### config.mk
export PLATFORM = sky130hd
export DESIGN_NAME = iodev_ctrl
export DESIGN_NICKNAME = d
export VERILOG_FILES = /design/src/rtl/iodev_pkg.sv /design/src/rtl/iodev_decode.sv /design/src/rtl/iodev_regs.sv /design/src/rtl/iodev_status.sv /design/src/rtl/iodev_ctrl.sv
export SDC_FILE = /design/constraint.sdc
export NUM_CORES = 1
export LEC_CHECK = 0
export ABC_AREA = 1
export BUFFER_PORTS_ARGS = -buffer_cell sky130_fd_sc_hd__buf_4
export CORE_MARGIN = 1
export CORE_UTILIZATION = 50
export DETAILED_ROUTE_END_ITERATION = 8
export PLACE_DENSITY = 0.83
export SETUP_SLACK_MARGIN = 0.1
export SLEW_MARGIN = 20
export SYNTH_ARGS = -nofsm -noshare
export SYNTH_HDL_FRONTEND = slang
export SYNTH_SLANG_ARGS = --single-unit
### constraint.sdc
create_clock -name clk -period 2.3 [get_ports clk]
set_input_delay 0.115 -clock clk [delete_from_list [all_inputs] [get_ports clk]]
set_output_delay 0.115 -clock clk [all_outputs]
set_load 0.05 [all_outputs]
### src/rtl/iodev_pkg.sv
// Package: shared encodings of the peripheral controller's bus fields.
// Assumes a 3-bit opcode and a 2-bit control field, as decoded by iodev_decode.
package iodev_pkg;
    typedef enum logic [2:0] {
        OP_NONE  = 3'd0,
        OP_RD_A  = 3'd1,
        OP_WR_A  = 3'd2,
        OP_RD_B  = 3'd3,
        OP_WR_B  = 3'd4,
        OP_RD_C  = 3'd5,
        OP_WR_C  = 3'd6,
        OP_SENSE = 3'd7
    } bus_op_e;

    typedef enum logic [1:0] {
        CTL_NONE  = 2'd0,
        CTL_START = 2'd1,
        CTL_CLEAR = 2'd2,
        CTL_PULSE = 2'd3
    } bus_ctl_e;

    typedef enum logic [1:0] {
        SNS_BUSY     = 2'd0,
        SNS_IDLE     = 2'd1,
        SNS_DONE     = 2'd2,
        SNS_NOT_DONE = 2'd3
    } sense_e;

    localparam int MAX_REGS = 3;
endpackage

### src/rtl/iodev_decode.sv
// Module: iodev_decode
// Purely combinational. Compares the bus address with the slot address and
// splits the opcode and control field into write enables, a read select,
// strobe events and a sense request. Assumes 1 <= NUM_REGS <= MAX_REGS.
module iodev_decode
    import iodev_pkg::*;
#(
    parameter int          ADDR_W   = 6,
    parameter int unsigned DEV_ADDR = 0,
    parameter int          NUM_REGS = 3
) (
    input  logic              bus_cyc,
    input  logic [ADDR_W-1:0] bus_addr,
    input  logic [2:0]        bus_op,
    input  logic [1:0]        bus_ctl,
    output logic              sel,
    output logic [NUM_REGS-1:0] wr_en,
    output logic              rd_en,
    output logic [1:0]        rd_idx,
    output logic              sense_en,
    output logic [1:0]        sense_cond,
    output logic              start_evt,
    output logic              clear_evt,
    output logic              pulse_evt
);
    localparam logic [ADDR_W-1:0] MY_ADDR = ADDR_W'(DEV_ADDR);

    bus_op_e  op;
    bus_ctl_e ctl;
    logic     strobe_ok;

    // Purpose: address match and opcode typing.
    always_comb begin
        op        = bus_op_e'(bus_op);
        ctl       = bus_ctl_e'(bus_ctl);
        sel       = bus_cyc && (bus_addr == MY_ADDR);
        sense_en  = sel && (op == OP_SENSE);
        strobe_ok = sel && (op != OP_SENSE);
    end

    // Purpose: one write enable per implemented register.
    for (genvar i = 0; i < NUM_REGS; i++) begin : g_wen
        localparam logic [2:0] WR_CODE = 3'(2 * (i + 1));
        always_comb wr_en[i] = sel && (bus_op == WR_CODE);
    end

    // Purpose: read select from odd opcodes other than the sense code.
    always_comb begin
        rd_en  = sel && bus_op[0] && (op != OP_SENSE);
        rd_idx = bus_op[2:1];
    end

    // Purpose: control strobes, suppressed while the field carries a sense condition.
    always_comb begin
        start_evt  = strobe_ok && (ctl == CTL_START);
        clear_evt  = strobe_ok && (ctl == CTL_CLEAR);
        pulse_evt  = strobe_ok && (ctl == CTL_PULSE);
        sense_cond = bus_ctl;
    end
endmodule

### src/rtl/iodev_regs.sv
// Module: iodev_regs
// The data registers, each loaded from the write bus when its enable is set.
// Assumes at most one enable is set per cycle (the decoder guarantees it).
module iodev_regs #(
    parameter int DATA_W   = 16,
    parameter int NUM_REGS = 3
) (
    input  logic                            clk,
    input  logic                            rst_n,
    input  logic [NUM_REGS-1:0]             wr_en,
    input  logic [DATA_W-1:0]               wdata,
    output logic [NUM_REGS-1:0][DATA_W-1:0] q
);
    for (genvar i = 0; i < NUM_REGS; i++) begin : g_reg
        // Purpose: hold register i, loading it on its write enable.
        always_ff @(posedge clk) begin
            if (!rst_n)        q[i] <= '0;
            else if (wr_en[i]) q[i] <= wdata;
        end

        a_r2_write_lands: assert property (@(posedge clk) disable iff (!rst_n)
            wr_en[i] |=> q[i] == $past(wdata));
        a_r1_hold_unless_written: assert property (@(posedge clk) disable iff (!rst_n)
            !wr_en[i] |=> $stable(q[i]));
    end
endmodule

### src/rtl/iodev_status.sv
// Module: iodev_status
// Busy/Done flags, the interrupt enable, the interrupt request latch and the
// one-cycle peripheral strobes. Priority is clear, then start, then completion.
// Assumes its event inputs are already qualified by the address match.
module iodev_status (
    input  logic clk,
    input  logic rst_n,
    input  logic start_evt,
    input  logic clear_evt,
    input  logic pulse_evt,
    input  logic cmpl,
    input  logic mask_ld,
    input  logic mask_val,
    output logic busy,
    output logic done,
    output logic irq,
    output logic int_en,
    output logic go,
    output logic pulse_o
);
    logic finish;

    // Purpose: a completion counts only while an operation is in flight.
    always_comb finish = cmpl && busy;

    // Purpose: the Busy/Done pair.
    always_ff @(posedge clk) begin
        if (!rst_n) begin
            busy <= 1'b0;
            done <= 1'b0;
        end else if (clear_evt) begin
            busy <= 1'b0;
            done <= 1'b0;
        end else if (start_evt) begin
            busy <= 1'b1;
            done <= 1'b0;
        end else if (finish) begin
            busy <= 1'b0;
            done <= 1'b1;
        end
    end

    // Purpose: the interrupt latch, set by an enabled completion and cleared by start or clear.
    always_ff @(posedge clk) begin
        if (!rst_n)                      irq <= 1'b0;
        else if (clear_evt || start_evt) irq <= 1'b0;
        else if (finish && int_en)       irq <= 1'b1;
    end

    // Purpose: the interrupt enable, loaded by the mask strobe.
    always_ff @(posedge clk) begin
        if (!rst_n)       int_en <= 1'b0;
        else if (mask_ld) int_en <= mask_val;
    end

    // Purpose: registered one-cycle strobes towards the peripheral.
    always_ff @(posedge clk) begin
        if (!rst_n) begin
            go      <= 1'b0;
            pulse_o <= 1'b0;
        end else begin
            go      <= start_evt;
            pulse_o <= pulse_evt;
        end
    end

    a_r4_start: assert property (@(posedge clk) disable iff (!rst_n)
        (start_evt && !clear_evt) |=> busy && !done && !irq && go);
    a_r5_clear: assert property (@(posedge clk) disable iff (!rst_n)
        clear_evt |=> !busy && !done && !irq);
    a_r6_pulse_keeps_flags: assert property (@(posedge clk) disable iff (!rst_n)
        (pulse_evt && !cmpl) |=> pulse_o && $stable(busy) && $stable(done));
    a_r7_finish: assert property (@(posedge clk) disable iff (!rst_n)
        (cmpl && busy && !start_evt && !clear_evt) |=> !busy && done);
    a_r7_idle_cmpl_ignored: assert property (@(posedge clk) disable iff (!rst_n)
        (cmpl && !busy && !start_evt && !clear_evt) |=> $stable(done) && !busy);
    a_r7_flags_exclusive: assert property (@(posedge clk) disable iff (!rst_n)
        !(busy && done));
    a_r8_irq_needs_enable: assert property (@(posedge clk) disable iff (!rst_n)
        $rose(irq) |-> $past(int_en) && done);
    a_r9_mask_keeps_irq: assert property (@(posedge clk) disable iff (!rst_n)
        (mask_ld && irq && !start_evt && !clear_evt) |=> irq);
endmodule

### src/rtl/iodev_ctrl.sv
// Module: iodev_ctrl (top)
// One addressed peripheral slot: decoder, data registers, status/interrupt
// logic, plus the combinational read mux and sense result.
// Assumes one bus request per cycle and 1 <= NUM_REGS <= 3.
module iodev_ctrl
    import iodev_pkg::*;
#(
    parameter int          DATA_W   = 16,
    parameter int          ADDR_W   = 6,
    parameter int unsigned DEV_ADDR = 37,
    parameter int          NUM_REGS = 3
) (
    input  logic                       clk,
    input  logic                       rst_n,
    input  logic                       bus_cyc,
    input  logic [ADDR_W-1:0]          bus_addr,
    input  logic [2:0]                 bus_op,
    input  logic [1:0]                 bus_ctl,
    input  logic [DATA_W-1:0]          bus_wdata,
    output logic [DATA_W-1:0]          bus_rdata,
    output logic                       bus_skip,
    input  logic                       mask_ld,
    input  logic                       mask_val,
    input  logic                       dev_cmpl,
    output logic                       dev_go,
    output logic                       dev_pulse,
    output logic [NUM_REGS*DATA_W-1:0] dev_regs,
    output logic                       busy,
    output logic                       done,
    output logic                       irq
);
    logic                            sel, rd_en, sense_en;
    logic                            start_evt, clear_evt, pulse_evt;
    logic [NUM_REGS-1:0]             wr_en;
    logic [1:0]                      rd_idx, sense_cond;
    logic [NUM_REGS-1:0][DATA_W-1:0] regs_q;
    logic                            int_en;

    iodev_decode #(
        .ADDR_W(ADDR_W), .DEV_ADDR(DEV_ADDR), .NUM_REGS(NUM_REGS)
    ) u_decode (
        .bus_cyc(bus_cyc), .bus_addr(bus_addr), .bus_op(bus_op), .bus_ctl(bus_ctl),
        .sel(sel), .wr_en(wr_en), .rd_en(rd_en), .rd_idx(rd_idx),
        .sense_en(sense_en), .sense_cond(sense_cond),
        .start_evt(start_evt), .clear_evt(clear_evt), .pulse_evt(pulse_evt)
    );

    iodev_regs #(.DATA_W(DATA_W), .NUM_REGS(NUM_REGS)) u_regs (
        .clk(clk), .rst_n(rst_n), .wr_en(wr_en), .wdata(bus_wdata), .q(regs_q)
    );

    iodev_status u_status (
        .clk(clk), .rst_n(rst_n),
        .start_evt(start_evt), .clear_evt(clear_evt), .pulse_evt(pulse_evt),
        .cmpl(dev_cmpl), .mask_ld(mask_ld), .mask_val(mask_val),
        .busy(busy), .done(done), .irq(irq), .int_en(int_en),
        .go(dev_go), .pulse_o(dev_pulse)
    );

    // Purpose: expose the register contents to the peripheral.
    assign dev_regs = regs_q;

    // Purpose: read mux; absent registers and idle cycles return zero.
    always_comb begin
        bus_rdata = '0;
        for (int i = 0; i < NUM_REGS; i++) begin
            if (rd_en && rd_idx == 2'(i)) bus_rdata = regs_q[i];
        end
    end

    // Purpose: status-sense result selected by the control field.
    always_comb begin
        bus_skip = 1'b0;
        if (sense_en) begin
            unique case (sense_e'(sense_cond))
                SNS_BUSY:     bus_skip = busy;
                SNS_IDLE:     bus_skip = !busy;
                SNS_DONE:     bus_skip = done;
                SNS_NOT_DONE: bus_skip = !done;
            endcase
        end
    end

    a_r1_quiet_when_unselected: assert property (@(posedge clk) disable iff (!rst_n)
        !sel |-> (bus_rdata == '0) && !bus_skip && (wr_en == '0));
    a_r10_sense_no_strobe: assert property (@(posedge clk) disable iff (!rst_n)
        (sense_en && !dev_cmpl) |=> $stable(busy) && $stable(done) && !dev_go && !dev_pulse);
    a_r9_enable_follows_load: assert property (@(posedge clk) disable iff (!rst_n)
        mask_ld |=> int_en == $past(mask_val));
endmodule

-- Word level (Yosys, flattened, before mapping)
Cells that the tools add are included.
- mux-type cells: 7
- reductions and logical operators: 25
- bitwise logic cells: 1
- equality and inequality tests: 11
- operators by type and width (kind ; number):
    $mux W16 ; 3
    $logic_and A1 B1 Y1 ; 16
    $eq A3 B3 Y1 const B ; 3
    $eq A2 B2 Y1 const B ; 3
    $eq A6 B6 Y1 const B ; 1
    $eq A2 B1 Y1 const B ; 2
    $logic_not A2 Y1 ; 2
    $pmux W1 S4 ; 1
    $reduce_or A2 Y1 ; 2
    $eq A3 B2 Y1 const B ; 1
    $mux W1 ; 3
    $ne A3 B3 Y1 const B ; 1
    $reduce_or A3 Y1 ; 1
    $logic_not A1 Y1 ; 2
    $reduce_bool A2 Y1 ; 1
    $logic_or A1 B1 Y1 ; 1
    $not A1 Y1 ; 1
- output and inout port bits: 70
- input port bits: 33
- register bits after elaboration: 54
- word-level logic and storage cells: 53

-- Depth between registers and ports, before layout
- depth after elaboration: 8
- gate-level depth with buffers: 10
- depth with buffers taken out: 9

-- By module
From an unflattened synthesis, not the netlist that was laid out.
- cells, all modules: 415
- area total of the unflattened synthesis: 2891.5 µm²
- modules (own cells, without submodules) (module ; sequential area each (µm²) ; area each (µm²) ; cells each ; instances):
    iodev_regs ; 960.9 ; 2006.9 ; 270 ; 1
    iodev_ctrl ; 0.0 ; 508.0 ; 87 ; 1
    iodev_status ; 120.1 ; 212.7 ; 26 ; 1
    iodev_decode ; 0.0 ; 163.9 ; 32 ; 1

-- Worst setup path after synthesis
No wires, ideal clock.
- kind: register -> output
- from: register u_status.busy
- to: output port bus_skip
- setup slack: 0.257 ns
- cell stages (with the launch flop): 5
- arrival time: 1.928 ns
- cell sequence: dfxtp_1 nand2_1 nand2_1 xnor2_1 nor3_1
- cells in the longest elaborated chain, start to end: 3
- ends and longest elaborated chain (what ; line ; RTL):
    from (decl) ; iodev_status.sv:14 ; output logic busy,
    from (signal assigned) ; iodev_status.sv:29 ; busy <= 1'b0;
    from (signal assigned) ; iodev_status.sv:32 ; busy <= 1'b0;
    from (signal assigned) ; iodev_status.sv:35 ; busy <= 1'b1;
    $logic_not A1 Y1 ; iodev_ctrl.sv:77 ; SNS_IDLE: bus_skip = !busy;
    $pmux W1 S4 * ; iodev_ctrl.sv:75 ; unique case (sense_e'(sense_cond))
    $mux W1 * ; iodev_ctrl.sv:74 ; if (sense_en) begin
    to (decl) ; iodev_ctrl.sv:21 ; output logic bus_skip,
Mark *: on every way between the ends. The rest lies on a longest branch, timed or not.

-- Worst setup path in the final report
- from: input port bus_addr[1]
- to: output port bus_rdata[4]
- cells in the longest elaborated chain, start to end: 8
- ends and longest elaborated chain (what ; line ; RTL):
    from (decl) ; iodev_ctrl.sv:16 ; input logic [ADDR_W-1:0] bus_addr,
    $eq A6 B6 Y1 * ; iodev_decode.sv:36 ; sel = bus_cyc && (bus_addr == MY_ADDR);
    $logic_and A1 B1 Y1 * ; iodev_decode.sv:36 ;
    $logic_and A1 B1 Y1 * (2 in series) ; iodev_decode.sv:49 ; rd_en = sel && bus_op[0] && (op != OP_SENSE);
    $logic_and A1 B1 Y1 ; iodev_ctrl.sv:67 ; if (rd_en && rd_idx == 2'(i)) bus_rdata = regs_q[i];
    $mux W16 (2 in series) ; iodev_ctrl.sv:67 ;
    $mux W16 * ; iodev_ctrl.sv:67 ;
    to (decl) ; iodev_ctrl.sv:20 ; output logic [DATA_W-1:0] bus_rdata,
Marks and branches as above.

==> results.py <==
metrics = {
    "layout": {
        "n_fill_cell": 375,
        "num-nets-final": 455,
        "layout_common_cells": "buf_4, nand3_1, dfxtp_1, a21oi_1, inv_1",
        "diodes": 0,
        "multiInputGateArea_mm2": 0.00106,
        "final-seq-area_mm2": 0.00108,
        "drive_gt1_share_pct": 29.8,
        "mostFrequentLayoutCell": "buf_4",
        "area_growth_pct": 36.4,
    },
    "worst_setup_path": {
        "reg2reg_to": "u_status.irq",
        "r2r_cells": 5,
        "critical_path.max_fanout": 13,
        "critical_path.endpoint_type": "primary output",
        "cpPeakStageDelay_ns": 0.34,
        "r2r-start": "u_status.busy",
        "cp_cell_sequence": "buf_4 -> inv_1 -> nand2_1 -> nor2_1 -> nand3_2 -> nor2_4 -> nand2_1 -> o211ai_1 -> buf_4",
        "regToRegSetupSlack_ns": 1.51,
        "path_class": "input port to primary output",
        "critPathArrivalTime_ns": 1.61,
        "cp.required_ns": 2.18,
        "critPathLaunchType": "input port",
        "slowest_stage": "o211ai_1",
    },
    "global_route": {
        "grt_pass1_wl_mm": 11.2,
        "overflow": 0,
        "grt_pass1_vias": 2352,
        "grt_max_degree": 35,
        "grt_use_total_pct": 27.6,
        "antenna_found_initial": 0,
    },
    "floorplan": {
        "dieArea_mm2": 0.00509,
        "die_y_um": 71.3,
        "core_area_mm2": 0.00447,
        "die-width_um": 71.3,
        "ios": 103,
        "rows": 24,
        "initial_utilization_pct": 53.7,
    },
    "placed_design": {
        "port_buffers": 102,
        "dp_hpwl_mm": 4.72,
        "gp_congestion": 0.876,
    },
    "synthesis": {
        "syn-mean-instance-area_um2": 7.35,
        "synth_warnings": 0,
        "syn_area_mm2": 0.00240,
        "synth_cell_type_count": 20,
        "synthFlopType": "dfxtp_1",
        "ys_ff_latch": 54,
        "async_reset_ff_share_pct": 0,
        "synth_cells": 327,
        "ys_seq_area_share_pct": 45.0,
        "synth_nets": 360,
        "synth_edf_count": 0,
    },
    "job": {
        "drv_cap": 0,
    },
    "clock_network": {
        "h-tree-depth": 2,
        "cts_buffer_depth": 2,
        "post_cts_resized": 0,
        "cts_made_buffers": 5,
        "cts.sinks": 54,
        "cts_setup_buffers": 0,
        "cts_root_buf": "clkbuf_8",
        "clk_latency_ns": 0.30,
        "clk_pin_slew_ns": 0.09,
        "cts_tree": "built",
    },
    "min_path": {
        "hold-path-endpoint": "u_status.int_en",
        "min_path_type": "input port to flip-flop",
        "worstHoldStart": "mask_val",
        "min_path_cells": 3,
    },
    "timing": {
        "fmax_mhz": 579,
        "max_slew.worst_pin.slew_ns": 0.663,
        "setup_viol_count_final": 0,
        "fin_tns_setup_ns": 0,
        "max_slew_margin_pct": 55.8,
        "hold_viol": 0,
        "period_minus_slack_ns": 1.73,
        "maxSlewViolCount": 0,
        "skew_ns": 0.000255,
        "rsz0062_at_grt": "no",
        "post-route-period-util_pct": 75.1,
    },
    "routing": {
        "drt_iter0_drc": 222,
        "post_drt_wl_per_cell_um": 14.4,
        "dr.pass1.iters": 7,
        "ant_nets": 0,
        "drc": 8,
        "dr_total_vias": 2601,
        "vias_per_cell": 5.48,
        "drt-total-wl_mm": 6.83,
    },
    "pwr": {
        "p_comb_share_pct": 7.8,
        "power_mw": 1.59,
        "power_leakage_nw": 1.36,
        "p_sw_share_pct": 24.4,
        "switchingPower_mw": 0.388,
        "p_clk_share_pct": 33.2,
        "p_int_mw": 1.20,
        "power_frac_seq_pct": 58.9,
        "cellPowerDensity_mw_per_mm2": 486,
        "ir_drop_mv": 0.384,
    },
    "run_status": {
        "status": "finished with violations",
        "violations": "design-rule violations",
    },
}
[layout make-up]
cell class                      count  share of cell area, %
Multi-Input combinational cell    209                   32.3
Clock buffer                        5                   2.10
Inverter                           43                   4.93
Timing Repair Buffer              109                   25.1
Sequential cell                    54                   33.0
Clock inverter                      3                  0.649
Tap cell                           52                   1.99
[power by group through the flow]
| stage | sequential, mW | clock, mW | combinational [mW] |
|---|---|---|---|
| final | 0.938 | 0.529 | 0.124 |
| after global routing | 0.938 | 0.571 | 0.136 |
| after CTS | 0.938 | 0.532 | 0.123 |
| after detailed placement | 0.959 | 0 | 0.121 |
| after global placement | 0.959 | 0 | 0.120 |
| after floorplan | 0.962 | 0 | 0.0485 |
[how the worst max path moves through the flow]
| stage | from | slack (ns) | to | cells past startpoint |
|---|---|---|---|---|
| after floorplan | u_status.busy | 0.26 | bus_skip | 4 |
| after global placement | bus_addr[1] | 0.65 | bus_rdata[7] | 12 |
| after detailed placement | bus_addr[1] | 0.58 | bus_rdata[14] | 9 |
| after CTS | bus_addr[1] | 0.58 | bus_rdata[5] | 9 |
| after global routing | bus_addr[1] | 0.39 | bus_rdata[7] | 12 |
| final | bus_addr[1] | 0.57 | bus_rdata[4] | 9 |
[routing by layer]
layer  track usage, %  routed length, µm
met1             34.9               2900
met2             47.4               3350
met3             5.63                513
met4             8.44                 57
met5                0                  0
[worst max-delay path: cells and delay by family]
| kind | cells | cell delay, ns |
|---|---|---|
| AO/OA/AOI/OAI | 1 | 0.34 |
| buffers and inverters | 3 | 0.39 |
| AND/OR/NAND/NOR | 5 | 0.75 |
[flip-flops by register name, summed over array words and instances, names as in the netlist]
signal,flops
u_regs.q,48
u_status.busy,1
u_status.done,1
u_status.go,1
u_status.int_en,1
u_status.irq,1
u_status.pulse_o,1
[logic make-up (layout without fill, tap and decap cells)]
logic type      count (synthesis)  in the layout  synth area share, %
simple gates                  109            109                 21.5
compound gates                 99             99                 22.2
buf+inv                        64            160                 11.0
flops                          54             54                 45.0
xor+xnor                        1              1                0.365
[cells in the mapped netlist (3+ instances only)]
library cell  count  share of area (%)
dfxtp_1          54                 45
nand3_1          54                 11
a21oi_1          53                 11
inv_1            40                6.2
nand2_1          36                5.6
o21ai_0          31                6.5
o211ai_1         15                4.7
buf_2            10                2.1
nor2_1           10                1.6
clkbuf_1          8                1.3
inv_2             3               0.47
nor2_4            3                1.4
[through the flow]
stage          instances  util [%]  hold slack, ns  setup slack [ns]  area, µm²
3_5_place_dp         466      71.0           0.306             0.576       3180
3_3_place_gp         466      71.0           0.300             0.649       3180
6_report             475      73.2          0.0482             0.573       3280
4_1_cts              475      73.2          0.0494             0.575       3280
5_1_grt              475      73.2          0.0714             0.390       3280
2_1_floorplan        327         -           0.209             0.257       2400
[what timing repair did]
item                                    CTS  global route
hold buffers                              1             0
endpoints found under the hold margin     1             0
endpoints found under the setup margin    0             0
Note: power is estimated with default switching activity, not from simulation.
